--- src/rtl/mc_seq_pkg.sv ---
package mc_seq_pkg;

  typedef enum logic [3:0] {
    OP_ARITH = 4'h0, OP_LOAD  = 4'h1, OP_SHL  = 4'h2, OP_SET   = 4'h3,
    OP_IO    = 4'h4, OP_STORE = 4'h5, OP_SHR  = 4'h6, OP_HALT  = 4'h7,
    OP_JNZ   = 4'h8, OP_JGEZ  = 4'h9, OP_RSVD = 4'hA, OP_NOP   = 4'hB,
    OP_JZ    = 4'hC, OP_JGTZ  = 4'hD, OP_ROR  = 4'hE, OP_HALT2 = 4'hF
  } op_e;

  typedef enum logic [2:0] {
    AF_ADDI = 3'd0, AF_ADD = 3'd1, AF_SUB = 3'd2, AF_OR   = 3'd3,
    AF_AND  = 3'd4, AF_NOT = 3'd5, AF_XOR = 3'd6, AF_RSVD = 3'd7
  } afn_e;

  typedef enum logic [2:0] {
    ALU_AND = 3'd0, ALU_OR  = 3'd1, ALU_ADD = 3'd2, ALU_SUB = 3'd3,
    ALU_PASS = 3'd4, ALU_NOT = 3'd5, ALU_XOR = 3'd6
  } alu_e;

  typedef enum logic [1:0] {
    SH_NONE = 2'd0, SH_LEFT = 2'd1, SH_RIGHT = 2'd2, SH_ROT = 2'd3
  } sh_e;

  function automatic alu_e afn_to_alu(input afn_e f);
    case (f)
      AF_ADDI, AF_ADD: return ALU_ADD;
      AF_SUB:          return ALU_SUB;
      AF_OR:           return ALU_OR;
      AF_AND:          return ALU_AND;
      AF_NOT:          return ALU_NOT;
      AF_XOR:          return ALU_XOR;
      default:         return ALU_PASS;
    endcase
  endfunction

endpackage

--- src/rtl/mc_seq_ir.sv ---
module mc_seq_ir #(
  parameter int DATA_W = 8,
  parameter int NBYTES = 2,
  localparam int INSTR_W = DATA_W * NBYTES
) (
  input  logic               clk,
  input  logic               rst,
  input  logic [NBYTES-1:0]  byte_ld,
  input  logic [DATA_W-1:0]  din,
  output logic [INSTR_W-1:0] ir
);

  for (genvar g = 0; g < NBYTES; g++) begin : g_byte
    logic [DATA_W-1:0] byte_q;
    always_ff @(posedge clk) begin
      if (rst)             byte_q <= '0;
      else if (byte_ld[g]) byte_q <= din;
    end
    assign ir[g*DATA_W +: DATA_W] = byte_q;
  end

endmodule

--- src/rtl/mc_seq_steps.sv ---
module mc_seq_steps #(
  parameter int STEP_W  = 3,
  parameter int SHAMT_W = 3
) (
  input  logic               clk,
  input  logic               rst,
  input  logic               step_clr,
  input  logic               step_hold,
  input  logic               halt_set,
  input  logic               cnt_load,
  input  logic               cnt_dec,
  input  logic [SHAMT_W-1:0] cnt_val,
  output logic [STEP_W-1:0]  step,
  output logic               cnt_zero,
  output logic               halted
);

  logic [STEP_W-1:0]  step_r;
  logic [SHAMT_W-1:0] cnt_r;
  logic               halt_r;

  always_ff @(posedge clk) begin
    if (rst) begin
      step_r <= '0;
      cnt_r  <= '0;
      halt_r <= 1'b0;
    end else if (!halt_r) begin
      if (halt_set) halt_r <= 1'b1;
      if (step_clr)                     step_r <= '0;
      else if (!step_hold && !halt_set) step_r <= step_r + 1'b1;
      if (cnt_load)     cnt_r <= cnt_val;
      else if (cnt_dec) cnt_r <= cnt_r - 1'b1;
    end
  end

  assign step     = step_r;
  assign cnt_zero = (cnt_r == '0);
  assign halted   = halt_r;

endmodule

--- src/rtl/mc_seq_decode.sv ---
module mc_seq_decode
  import mc_seq_pkg::*;
#(
  parameter int DATA_W  = 8,
  parameter int ADDR_W  = 9,
  parameter int RSEL_W  = 3,
  parameter int STEP_W  = 3,
  parameter int SHAMT_W = 3,
  localparam int INSTR_W = 2 * DATA_W,
  localparam int OPC_W   = 4,
  localparam int FLAG_W  = 3,
  localparam int OPC_LSB = INSTR_W - OPC_W,
  localparam int R0_LSB  = OPC_LSB - RSEL_W,
  localparam int R1_LSB  = R0_LSB - RSEL_W,
  localparam int R2_LSB  = R1_LSB - RSEL_W,
  localparam int L6_W    = R0_LSB - FLAG_W
) (
  input  logic [INSTR_W-1:0] ir,
  input  logic [STEP_W-1:0]  step,
  input  logic               halted,
  input  logic               cnt_zero,
  input  logic               alu_zero,
  input  logic               alu_gt,
  output logic [1:0]         byte_ld,
  output logic               step_clr,
  output logic               step_hold,
  output logic               halt_set,
  output logic               cnt_load,
  output logic               cnt_dec,
  output logic [SHAMT_W-1:0] cnt_val,
  output logic               pc_inc,
  output logic               pc_load,
  output logic [ADDR_W-1:0]  addr_field,
  output logic               rf_rd_en,
  output logic [RSEL_W-1:0]  rf_sel_a,
  output logic [RSEL_W-1:0]  rf_sel_b,
  output logic               alu_load,
  output logic               alu_b_imm,
  output logic               alu_exec,
  output logic [2:0]         alu_op,
  output logic               alu_to_bus,
  output logic               rf_we,
  output logic [RSEL_W-1:0]  rf_waddr,
  output logic               rf_wr_imm,
  output logic [DATA_W-1:0]  lit_data,
  output logic               in_to_bus,
  output logic               bus_to_out,
  output logic               mem_use_ir,
  output logic               mem_rd,
  output logic               mem_wr,
  output logic               shift_en,
  output logic [1:0]         shift_mode,
  output logic               clk_gate
);

  localparam logic [STEP_W-1:0] S_LO  = STEP_W'(0);
  localparam logic [STEP_W-1:0] S_HI  = STEP_W'(1);
  localparam logic [STEP_W-1:0] S_EX0 = STEP_W'(2);
  localparam logic [STEP_W-1:0] S_EX1 = STEP_W'(3);

  op_e                opc;
  afn_e               fn;
  logic [RSEL_W-1:0]  r0, r1;
  logic               jmp_take;

  assign opc = op_e'(ir[OPC_LSB +: OPC_W]);
  assign fn  = afn_e'(ir[FLAG_W-1:0]);
  assign r0  = ir[R0_LSB +: RSEL_W];
  assign r1  = ir[R1_LSB +: RSEL_W];

  always_comb begin
    case (opc)
      OP_JZ:   jmp_take = alu_zero;
      OP_JNZ:  jmp_take = !alu_zero;
      OP_JGTZ: jmp_take = alu_gt;
      OP_JGEZ: jmp_take = alu_gt | alu_zero;
      default: jmp_take = 1'b0;
    endcase
  end

  // Fields that are always presented; strobes say when they matter.
  assign addr_field = ir[ADDR_W-1:0];
  assign rf_sel_b   = ir[R2_LSB +: RSEL_W];
  assign rf_waddr   = r0;
  assign alu_op     = afn_to_alu(fn);
  assign cnt_val    = ir[SHAMT_W-1:0];
  assign lit_data   = (opc == OP_ARITH)
                    ? {{(DATA_W-L6_W){ir[FLAG_W+L6_W-1]}}, ir[FLAG_W +: L6_W]}
                    : ir[DATA_W-1:0];

  always_comb begin
    case (opc)
      OP_SHL:  shift_mode = SH_LEFT;
      OP_SHR:  shift_mode = SH_RIGHT;
      OP_ROR:  shift_mode = SH_ROT;
      default: shift_mode = SH_NONE;
    endcase
  end

  always_comb begin
    byte_ld    = '0;
    step_clr   = 1'b0;
    step_hold  = 1'b0;
    halt_set   = 1'b0;
    cnt_load   = 1'b0;
    cnt_dec    = 1'b0;
    pc_inc     = 1'b0;
    pc_load    = 1'b0;
    rf_rd_en   = 1'b0;
    rf_sel_a   = r0;
    alu_load   = 1'b0;
    alu_b_imm  = 1'b0;
    alu_exec   = 1'b0;
    alu_to_bus = 1'b0;
    rf_we      = 1'b0;
    rf_wr_imm  = 1'b0;
    in_to_bus  = 1'b0;
    bus_to_out = 1'b0;
    mem_use_ir = 1'b0;
    mem_rd     = 1'b0;
    mem_wr     = 1'b0;
    shift_en   = 1'b0;

    if (halted) begin
      // frozen
    end else if (step == S_LO) begin
      pc_inc     = 1'b1;
      byte_ld[0] = 1'b1;
    end else if (step == S_HI) begin
      pc_inc     = 1'b1;
      byte_ld[1] = 1'b1;
    end else begin
      case (opc)
        OP_ARITH: begin
          if (fn == AF_RSVD) begin
            step_clr = 1'b1;
          end else if (step == S_EX0) begin
            rf_rd_en  = 1'b1;
            alu_load  = 1'b1;
            alu_b_imm = (fn == AF_ADDI);
            rf_sel_a  = (fn == AF_ADDI) ? r0 : r1;
          end else if (step == S_EX1) begin
            alu_exec = 1'b1;
          end else begin
            alu_to_bus = 1'b1;
            rf_we      = 1'b1;
            step_clr   = 1'b1;
          end
        end
        OP_IO: begin
          if (ir[0]) begin
            rf_rd_en   = 1'b1;
            bus_to_out = 1'b1;
          end else begin
            in_to_bus = 1'b1;
            rf_we     = 1'b1;
          end
          step_clr = 1'b1;
        end
        OP_LOAD: begin
          mem_use_ir = 1'b1;
          mem_rd     = 1'b1;
          rf_we      = 1'b1;
          step_clr   = 1'b1;
        end
        OP_STORE: begin
          rf_rd_en   = 1'b1;
          mem_use_ir = 1'b1;
          mem_wr     = 1'b1;
          step_clr   = 1'b1;
        end
        OP_SET: begin
          rf_we     = 1'b1;
          rf_wr_imm = 1'b1;
          step_clr  = 1'b1;
        end
        OP_JZ, OP_JNZ, OP_JGTZ, OP_JGEZ: begin
          if (step == S_EX0) begin
            rf_rd_en = 1'b1;
            alu_load = 1'b1;
          end else begin
            pc_load  = jmp_take;
            step_clr = 1'b1;
          end
        end
        OP_SHL, OP_SHR, OP_ROR: begin
          if (step == S_EX0) begin
            rf_rd_en = 1'b1;
            rf_sel_a = r1;
            alu_load = 1'b1;
            cnt_load = 1'b1;
          end else if (step == S_EX1) begin
            if (!cnt_zero) begin
              shift_en  = 1'b1;
              cnt_dec   = 1'b1;
              step_hold = 1'b1;
            end
          end else begin
            alu_to_bus = 1'b1;
            rf_we      = 1'b1;
            step_clr   = 1'b1;
          end
        end
        OP_HALT, OP_HALT2: begin
          halt_set = 1'b1;
        end
        default: begin
          step_clr = 1'b1;
        end
      endcase
    end
  end

  assign clk_gate = halted | halt_set;

endmodule

--- src/rtl/mc_sequencer.sv ---
module mc_sequencer #(
  parameter int DATA_W  = 8,
  parameter int ADDR_W  = 9,
  parameter int RSEL_W  = 3,
  parameter int STEP_W  = 3,
  parameter int SHAMT_W = 3,
  localparam int INSTR_W = 2 * DATA_W
) (
  input  logic              clk,
  input  logic              rst,
  input  logic [DATA_W-1:0] mem_rdata,
  input  logic              alu_zero,
  input  logic              alu_gt,
  output logic              pc_inc,
  output logic              pc_load,
  output logic [ADDR_W-1:0] addr_field,
  output logic              rf_rd_en,
  output logic [RSEL_W-1:0] rf_sel_a,
  output logic [RSEL_W-1:0] rf_sel_b,
  output logic              alu_load,
  output logic              alu_b_imm,
  output logic              alu_exec,
  output logic [2:0]        alu_op,
  output logic              alu_to_bus,
  output logic              rf_we,
  output logic [RSEL_W-1:0] rf_waddr,
  output logic              rf_wr_imm,
  output logic [DATA_W-1:0] lit_data,
  output logic              in_to_bus,
  output logic              bus_to_out,
  output logic              mem_use_ir,
  output logic              mem_rd,
  output logic              mem_wr,
  output logic              shift_en,
  output logic [1:0]        shift_mode,
  output logic              clk_gate
);

  logic [INSTR_W-1:0] ir_q;
  logic [1:0]         byte_ld;
  logic [STEP_W-1:0]  step_q;
  logic               halted_q;
  logic               cnt_zero;
  logic               step_clr, step_hold, halt_set, cnt_load, cnt_dec;
  logic [SHAMT_W-1:0] cnt_val;

  mc_seq_ir #(.DATA_W(DATA_W), .NBYTES(2)) u_ir (
    .clk     (clk),
    .rst     (rst),
    .byte_ld (byte_ld),
    .din     (mem_rdata),
    .ir      (ir_q)
  );

  mc_seq_steps #(.STEP_W(STEP_W), .SHAMT_W(SHAMT_W)) u_steps (
    .clk       (clk),
    .rst       (rst),
    .step_clr  (step_clr),
    .step_hold (step_hold),
    .halt_set  (halt_set),
    .cnt_load  (cnt_load),
    .cnt_dec   (cnt_dec),
    .cnt_val   (cnt_val),
    .step      (step_q),
    .cnt_zero  (cnt_zero),
    .halted    (halted_q)
  );

  mc_seq_decode #(
    .DATA_W(DATA_W), .ADDR_W(ADDR_W), .RSEL_W(RSEL_W),
    .STEP_W(STEP_W), .SHAMT_W(SHAMT_W)
  ) u_dec (
    .ir         (ir_q),
    .step       (step_q),
    .halted     (halted_q),
    .cnt_zero   (cnt_zero),
    .alu_zero   (alu_zero),
    .alu_gt     (alu_gt),
    .byte_ld    (byte_ld),
    .step_clr   (step_clr),
    .step_hold  (step_hold),
    .halt_set   (halt_set),
    .cnt_load   (cnt_load),
    .cnt_dec    (cnt_dec),
    .cnt_val    (cnt_val),
    .pc_inc     (pc_inc),
    .pc_load    (pc_load),
    .addr_field (addr_field),
    .rf_rd_en   (rf_rd_en),
    .rf_sel_a   (rf_sel_a),
    .rf_sel_b   (rf_sel_b),
    .alu_load   (alu_load),
    .alu_b_imm  (alu_b_imm),
    .alu_exec   (alu_exec),
    .alu_op     (alu_op),
    .alu_to_bus (alu_to_bus),
    .rf_we      (rf_we),
    .rf_waddr   (rf_waddr),
    .rf_wr_imm  (rf_wr_imm),
    .lit_data   (lit_data),
    .in_to_bus  (in_to_bus),
    .bus_to_out (bus_to_out),
    .mem_use_ir (mem_use_ir),
    .mem_rd     (mem_rd),
    .mem_wr     (mem_wr),
    .shift_en   (shift_en),
    .shift_mode (shift_mode),
    .clk_gate   (clk_gate)
  );

endmodule

--- config.mk ---
export PLATFORM = sky130hd
export DESIGN_NAME = mc_sequencer
export DESIGN_NICKNAME = d
export VERILOG_FILES = /design/src/rtl/mc_seq_pkg.sv /design/src/rtl/mc_seq_ir.sv /design/src/rtl/mc_seq_steps.sv /design/src/rtl/mc_seq_decode.sv /design/src/rtl/mc_sequencer.sv
export SDC_FILE = /design/constraint.sdc
export NUM_CORES = 1
export LEC_CHECK = 0
export BUFFER_PORTS_ARGS = -buffer_cell sky130_fd_sc_hd__buf_2
export CAP_MARGIN = 10
export CORE_MARGIN = 2
export CORE_UTILIZATION = 36
export CTS_CLUSTER_DIAMETER = 30
export CTS_CLUSTER_SIZE = 12
export DETAILED_ROUTE_END_ITERATION = 10
export PLACE_DENSITY = 0.67
export SETUP_SLACK_MARGIN = 0.4
export SLEW_MARGIN = 10
export SYNTH_ARGS = -nofsm -noshare
export SYNTH_HDL_FRONTEND = slang
export SYNTH_HIERARCHICAL = 1
export SYNTH_SLANG_ARGS = --single-unit
--- constraint.sdc ---
create_clock -name clk -period 2.6 [get_ports clk]
set_input_delay 0.78 -clock clk [delete_from_list [all_inputs] [get_ports clk]]
set_output_delay 0.78 -clock clk [all_outputs]
set_load 0.01 [all_outputs]
### Yosys cells after proc, flatten, opt, wreduce, memory -nomap -nowiden

Index checks and enable logic that the tools add are counted.

| word-level totals | value |
|---|---|
| memory bits (read-only) | 0 |
| bits of input ports | 12 |
| latch bits | 0 |
| register bits | 23 |
| bits in writable memories | 0 |
| memories kept | 0 |

| operators by class | value |
|---|---|
| multiply operators | 0 |
| bitwise gates (word level) | 3 |
| order comparisons | 0 |
| divide/modulo/power cells | 0 |
| reductions and logical operators | 19 |
| equality and inequality tests | 23 |
| shifts and indexed selects | 0 |
| mux-type cells | 110 |
| add/subtract/negate cells | 2 |

Operators with widths:

| kind | number |
|---|---|
| 2-to-1 mux 1 bit | 88 |
| 2-to-1 mux 3 bit | 11 |
| == test 4 bit (second input constant) | 6 |
| case mux 3 bit (6 select lines) | 1 |
| == test 4 x 3 -> 1 bit (second input constant) | 4 |
| case mux 1 bit (4 select lines) | 4 |
| == test 3 x 2 -> 1 bit (second input constant) | 4 |
| == test 3 bit (second input constant) | 4 |
| logical NOT 3 bit | 3 |
| == test 4 x 2 -> 1 bit (second input constant) | 2 |
| 2-to-1 mux 8 bit | 1 |
| OR reduction 2 bit | 4 |
| OR reduction 7 bit | 1 |
| == test 3 x 1 -> 1 bit (second input constant) | 2 |
| case mux 2 bit (3 select lines) | 1 |
| case mux 3 bit (2 select lines) | 1 |
| == test 4 x 1 -> 1 bit (second input constant) | 1 |
| logical NOT 4 bit | 1 |
| case mux 1 bit (2 select lines) | 2 |
| AND reduction 2 bit | 2 |
| nonzero test 2 bit | 2 |
| OR reduction 4 bit | 1 |
| adder 3 x 1 -> 3 bit (second input constant) | 1 |
| logical NOT 1 bit | 3 |
| other kinds (6) | 7 |

### Longest topological paths before layout

| depth | value |
|---|---|
| depth after elaboration | 12 |
| depth in mapped cells | 8 |
| gate-level depth less buffers | 7 |

### Modules after synthesis

Netlist, hierarchy kept.

By module, submodules not included:

| module | cells each | instances | area each (um^2) | seq. area each (um^2) |
|---|---|---|---|---|
| mc_seq_decode | 119 | 1 | 714.4 | 0.0 |
| mc_seq_ir | 52 | 1 | 579.3 | 320.3 |
| mc_seq_steps | 44 | 1 | 376.6 | 140.1 |

### Least setup slack after synthesis

Ideal clock, no wire load.

| timing path | value |
|---|---|
| kind | input-to-output |
| start | input alu_zero |
| end | output pc_load |
| arrival time | 1.648 ns |
| slack | 0.172 ns |
| stages | 3 |
| data required time | 1.820 ns |
| cell sequence | xnor2_1 > nand2_1 > a2111oi_0 |

| between the ends | value |
|---|---|
| longest elaborated chain between the ends | 7 |

RTL lines:

| what | line | RTL |
|---|---|---|
| start: declaration | mc_sequencer.sv:12 | `input logic alu_zero,` |
| bitwise OR 1 bit or logical NOT 1 bit (tied branches) | mc_seq_decode.sv:76, mc_seq_decode.sv:74 |  |
| case mux 1 bit (4 select lines) * | mc_seq_decode.sv:72 | `case (opc)` |
| 2-to-1 mux 1 bit * | mc_seq_decode.sv:178 | `if (step == S_EX0) begin` |
| 2-to-1 mux 1 bit * | mc_seq_decode.sv:133 | `case (opc)` |
| 2-to-1 mux 1 bit * | mc_seq_decode.sv:129 | `end else if (step == S_HI) begin` |
| 2-to-1 mux 1 bit * | mc_seq_decode.sv:126 | `end else if (step == S_LO) begin` |
| 2-to-1 mux 1 bit * | mc_seq_decode.sv:124 | `if (halted) begin` |
| end: declaration | mc_sequencer.sv:15 | `output logic pc_load,` |

Mark *: on every way between the ends. The rest lies on a longest branch, timed or not.

### Final worst setup path

| timing path | value |
|---|---|
| start | register u_ir.g_byte[1].byte_q[7] |
| end | output rf_rd_en |

| between the ends | value |
|---|---|
| longest elaborated chain between the ends | 6 |

RTL lines:

| what | line | RTL |
|---|---|---|
| start: declaration | mc_seq_ir.sv:14 | `logic [DATA_W-1:0] byte_q;` |
| start signal: assignment | mc_seq_ir.sv:17 | `else if (byte_ld[g]) byte_q <= din;` |
| == test 4 bit, or another cell as far along | mc_seq_decode.sv:133 |  |
| OR reduction 7 bit (no source line) | -- |  |
| case mux 1 bit (4 select lines) * | mc_seq_decode.sv:133 |  |
| 2-to-1 mux 1 bit * | mc_seq_decode.sv:129 |  |
| 2-to-1 mux 1 bit * | mc_seq_decode.sv:126 |  |
| 2-to-1 mux 1 bit * | mc_seq_decode.sv:124 |  |
| end: declaration | mc_sequencer.sv:17 | `output logic rf_rd_en,` |

Marks and branches as above.

==> results.md <==
* Placement Setup Slack at approximately 0.18 ns
* Startpoint Class: flop
* Crit path DAT at around 1.8 ns
* All-Layer GR Usage at between 10% and 20%
* Peak supply drop at about 0.00037 V
* Vias at between 1500 and 2000
* CTS Hold Bufs at 0
* Yosys cell types at between 40 and 50
* Failing checks: setup timing
* Share of total power in combinational logic at 64.1%
* WL/cell at 13.4 µm
* Synth-to-layout area growth at 37.8%
* RSZ-0062 raised after global routing: yes
* Synth async-reset ratio at 0%
* Drt first pass iters at 4
* Yosys reg bits at 23
* # rows at 24
* R2R cell count at 8
* Most frequent cells in the layout: buf_2 (53), nor2_1 (29), nand2_1 (27)
* Slew @ Worst Pin at just over 0.5 ns
* Post-Syn Area at about 1700 µm²
* Max_cap viols at 0
* Setup-failing EPs final at 1
* Crit-path max FO at 5
* Worst hold path class: flop to flop
* Net Sw Power at roughly 930 µW
* Setup WS post-layout at -0.0119 ns
* CTS Buffer Depth at 2
* Syn Inst Count at approximately 220
* Ports at 59
* PortBufs at just under 60
* Reg2reg start: u_ir/g_byte[1].byte_q[7]$_SDFFE_PP0P_
* Antenna Cells at 0
* Initial Util at a little under two fifths
* Most common cell after layout, fill and taps aside: buf_2
* Die X at between 70 and 80 µm
* Number of global-route vias before repair at roughly 1500
* Final GP Congestion at between 0.8 and 0.9
* WHS Endpoint: u_steps/cnt_r[1]$_SDFFE_PP0P_
* Fraction of post-synthesis cell area in the top cell type by area at 27.6%
* Critical Path Source: u_ir/g_byte[1].byte_q[7]$_SDFFE_PP0P_
* Worst skew pair latency at about 0.26 ns
* First-pass GRT wire length at between 6 and 7 mm
* EDFF count, synth at 0
* CTS tree: done
* Nets@finish at 287
* Lkg Pwr at approximately 0.0011 µW
* Fmax at ~380 MHz
* Util after Layout at a little over half
* Avg Synthesized Cell Area at slightly below 8 µm²
* Outcome: complete, but fails checks
* Yosys top cell by area: dfxtp_1
* Most used DFF post-synth: dfxtp_1
* Final non-filler cell total at 323
* Largest net degree at the start of global routing at 24
* Antenna Violating Nets Remaining at 0
* Number of instances in the placed design at 309
* Synth top area cells: dfxtp_1 (28%), mux2i_1 (9.6%), buf_4 (9.0%)
* Slew Viols, Final at 0
* Starting DRT DRC Count at ~160
* Dpl hpwl at between 3 and 4 mm
* CTS buffer count at 3
* Final Hold Fails at 0
* Initial antenna violation count at 0
* Flop pwr share at between 20 and 30%
* Share of cells above drive strength 1 at 48.0%
* Clk slew on worst S/H paths at about 0.080 ns
* Root buffer cell: clkbuf_8
* Hold Path Origin: u_steps/cnt_r[1]$_SDFFE_PP0P_
* Worst Path Required at 1.82 ns
* Core Box Area at 4410 µm²
* Syn_nets at 230
* Routed WL at between 4 and 5 mm
* Worst hold path depth at 2
* Clock share of power at 10.4%
* Register area share after synthesis at about 28%
* Crit Path Class: flop to output port
* Period minus WS final at 2.61 ns
* Setup Skew at just over 0.0008 ns
* Critical path endpoint category: output port
* Clk sinks at 23
* Die H at about 72 µm
* Power, Total at about 2100 µW
* H-tree Lvls at 1
* Capturing point of the worst reg2reg path: u_steps/cnt_r[0]$_SDFFE_PP0P_
* GR Overflow Total at 0
* Via/cell ratio at about 5
* Die ar. at between 5000 and 6000 µm²
* Power Density at approximately 930 nW/µm²
* # fillers at approximately 420
* Relative slew slack at between 60% and 70%
* Drc violations at 0
* Period utilization at 100%
* P_int at 1210 µW
* Yosys warning count at 6
* R2R Setup Slk at 0.54 ns
* Switching share of power at roughly 44%
[final cells by class]
cell class / count / area [µm²] / area share [%]
clock inverters: 1 / 5.00 / 0.218
repair buffers: 83 / 524 / 22.8
multi-input cells: 152 / 1140 / 49.6
inverters: 9 / 43.8 / 1.90
well taps: 52 / 65.1 / 2.83
clock buffers: 3 / 41.3 / 1.79
flip-flops and latches: 23 / 480 / 20.9
[flip-flops by register name (all words and copies together) (netlist names)]
register / count
u_steps/step: 3
u_ir/g_byte.byte_q: 16
u_steps/cnt_r: 3
u_steps/halted: 1
[cells in the mapped netlist (2+ instances only)]
library cell	instances
nor2_1	29
nand2_1	28
dfxtp_1	23
buf_4	20
mux2i_1	16
a21oi_1	9
inv_1	9
nor3_1	9
o21ai_0	7
a21oi_2	4
buf_6	4
nor2b_1	4
and3_1	3
buf_2	3
clkbuf_1	3
ha_1	3
mux2_1	3
nand2b_1	3
nor4_1	3
or3_1	3
a211o_1	2
and2_1	2
nor3b_1	2
o21bai_1	2
[layer usage]
metal	routed length (µm)	global-route usage (%)	vias up
met3	170	1.81	6
met1	1930	21.8	772
li1	-	-	830
met4	70	7.97	0
met2	2160	27.4	38
met5	0	0	-
[worst max-delay path by stage]
| stage | end |
|---|---|
| 6_report | rf_rd_en |
| 5_1_grt | rf_rd_en |
| 4_1_cts | rf_rd_en |
| 3_5_place_dp | rf_sel_a[2] |
| 3_3_place_gp | rf_sel_a[1] |
| 2_1_floorplan | rf_rd_en |
[worst max-delay path, stage by stage, from the launching register on]
cell      delay [ns]
dfxtp_4         0.37
or4_4           0.54
o32a_1          0.22
a21oi_2         0.19
o21bai_4        0.14
buf_6           0.11
[through the flow]
stage | hold WS (ns) | setup TNS, ns | cell area [µm²]
global placement | 0.455 | 0 | 2000
detailed placement | 0.466 | 0 | 2000
finish | 0.473 | -0.0119 | 2300
floorplan | 0.439 | 0 | 1770
CTS | 0.479 | 0 | 2140
global route | 0.492 | -0.187 | 2300
[power by group through the flow]
stage | combinational [µW] | clock (µW) | sequential (µW)
global placement | 1170 | 0 | 541
floorplan | 924 | 0 | 534
detailed placement | 1180 | 0 | 543
global route | 1490 | 240 | 563
finish | 1370 | 222 | 547
CTS | 1250 | 232 | 539
[logic make-up after synthesis]
family	Yosys count	share of synthesized area (%)
AND/OR/NAND/NOR	94	27.3
multiplexers	19	11.6
adder cells (fa/ha/maj)	3	2.25
XOR/XNOR	1	0.524
AO/OA/AOI/OAI	35	15.2
flip-flops	23	27.6
buffers and inverters	40	15.6
[timing repair]
action / 4_1_cts / 5_1_grt
endpoints found under the hold margin: 0 / 0
setup endpoints to repair: 27 / 27
buffers inserted: 3 / 7
gates resized for setup: 21 / 25
cloned: 0 / 0
pin swaps: 6 / 4
No activity file was read; power rests on OpenSTA's default activity.
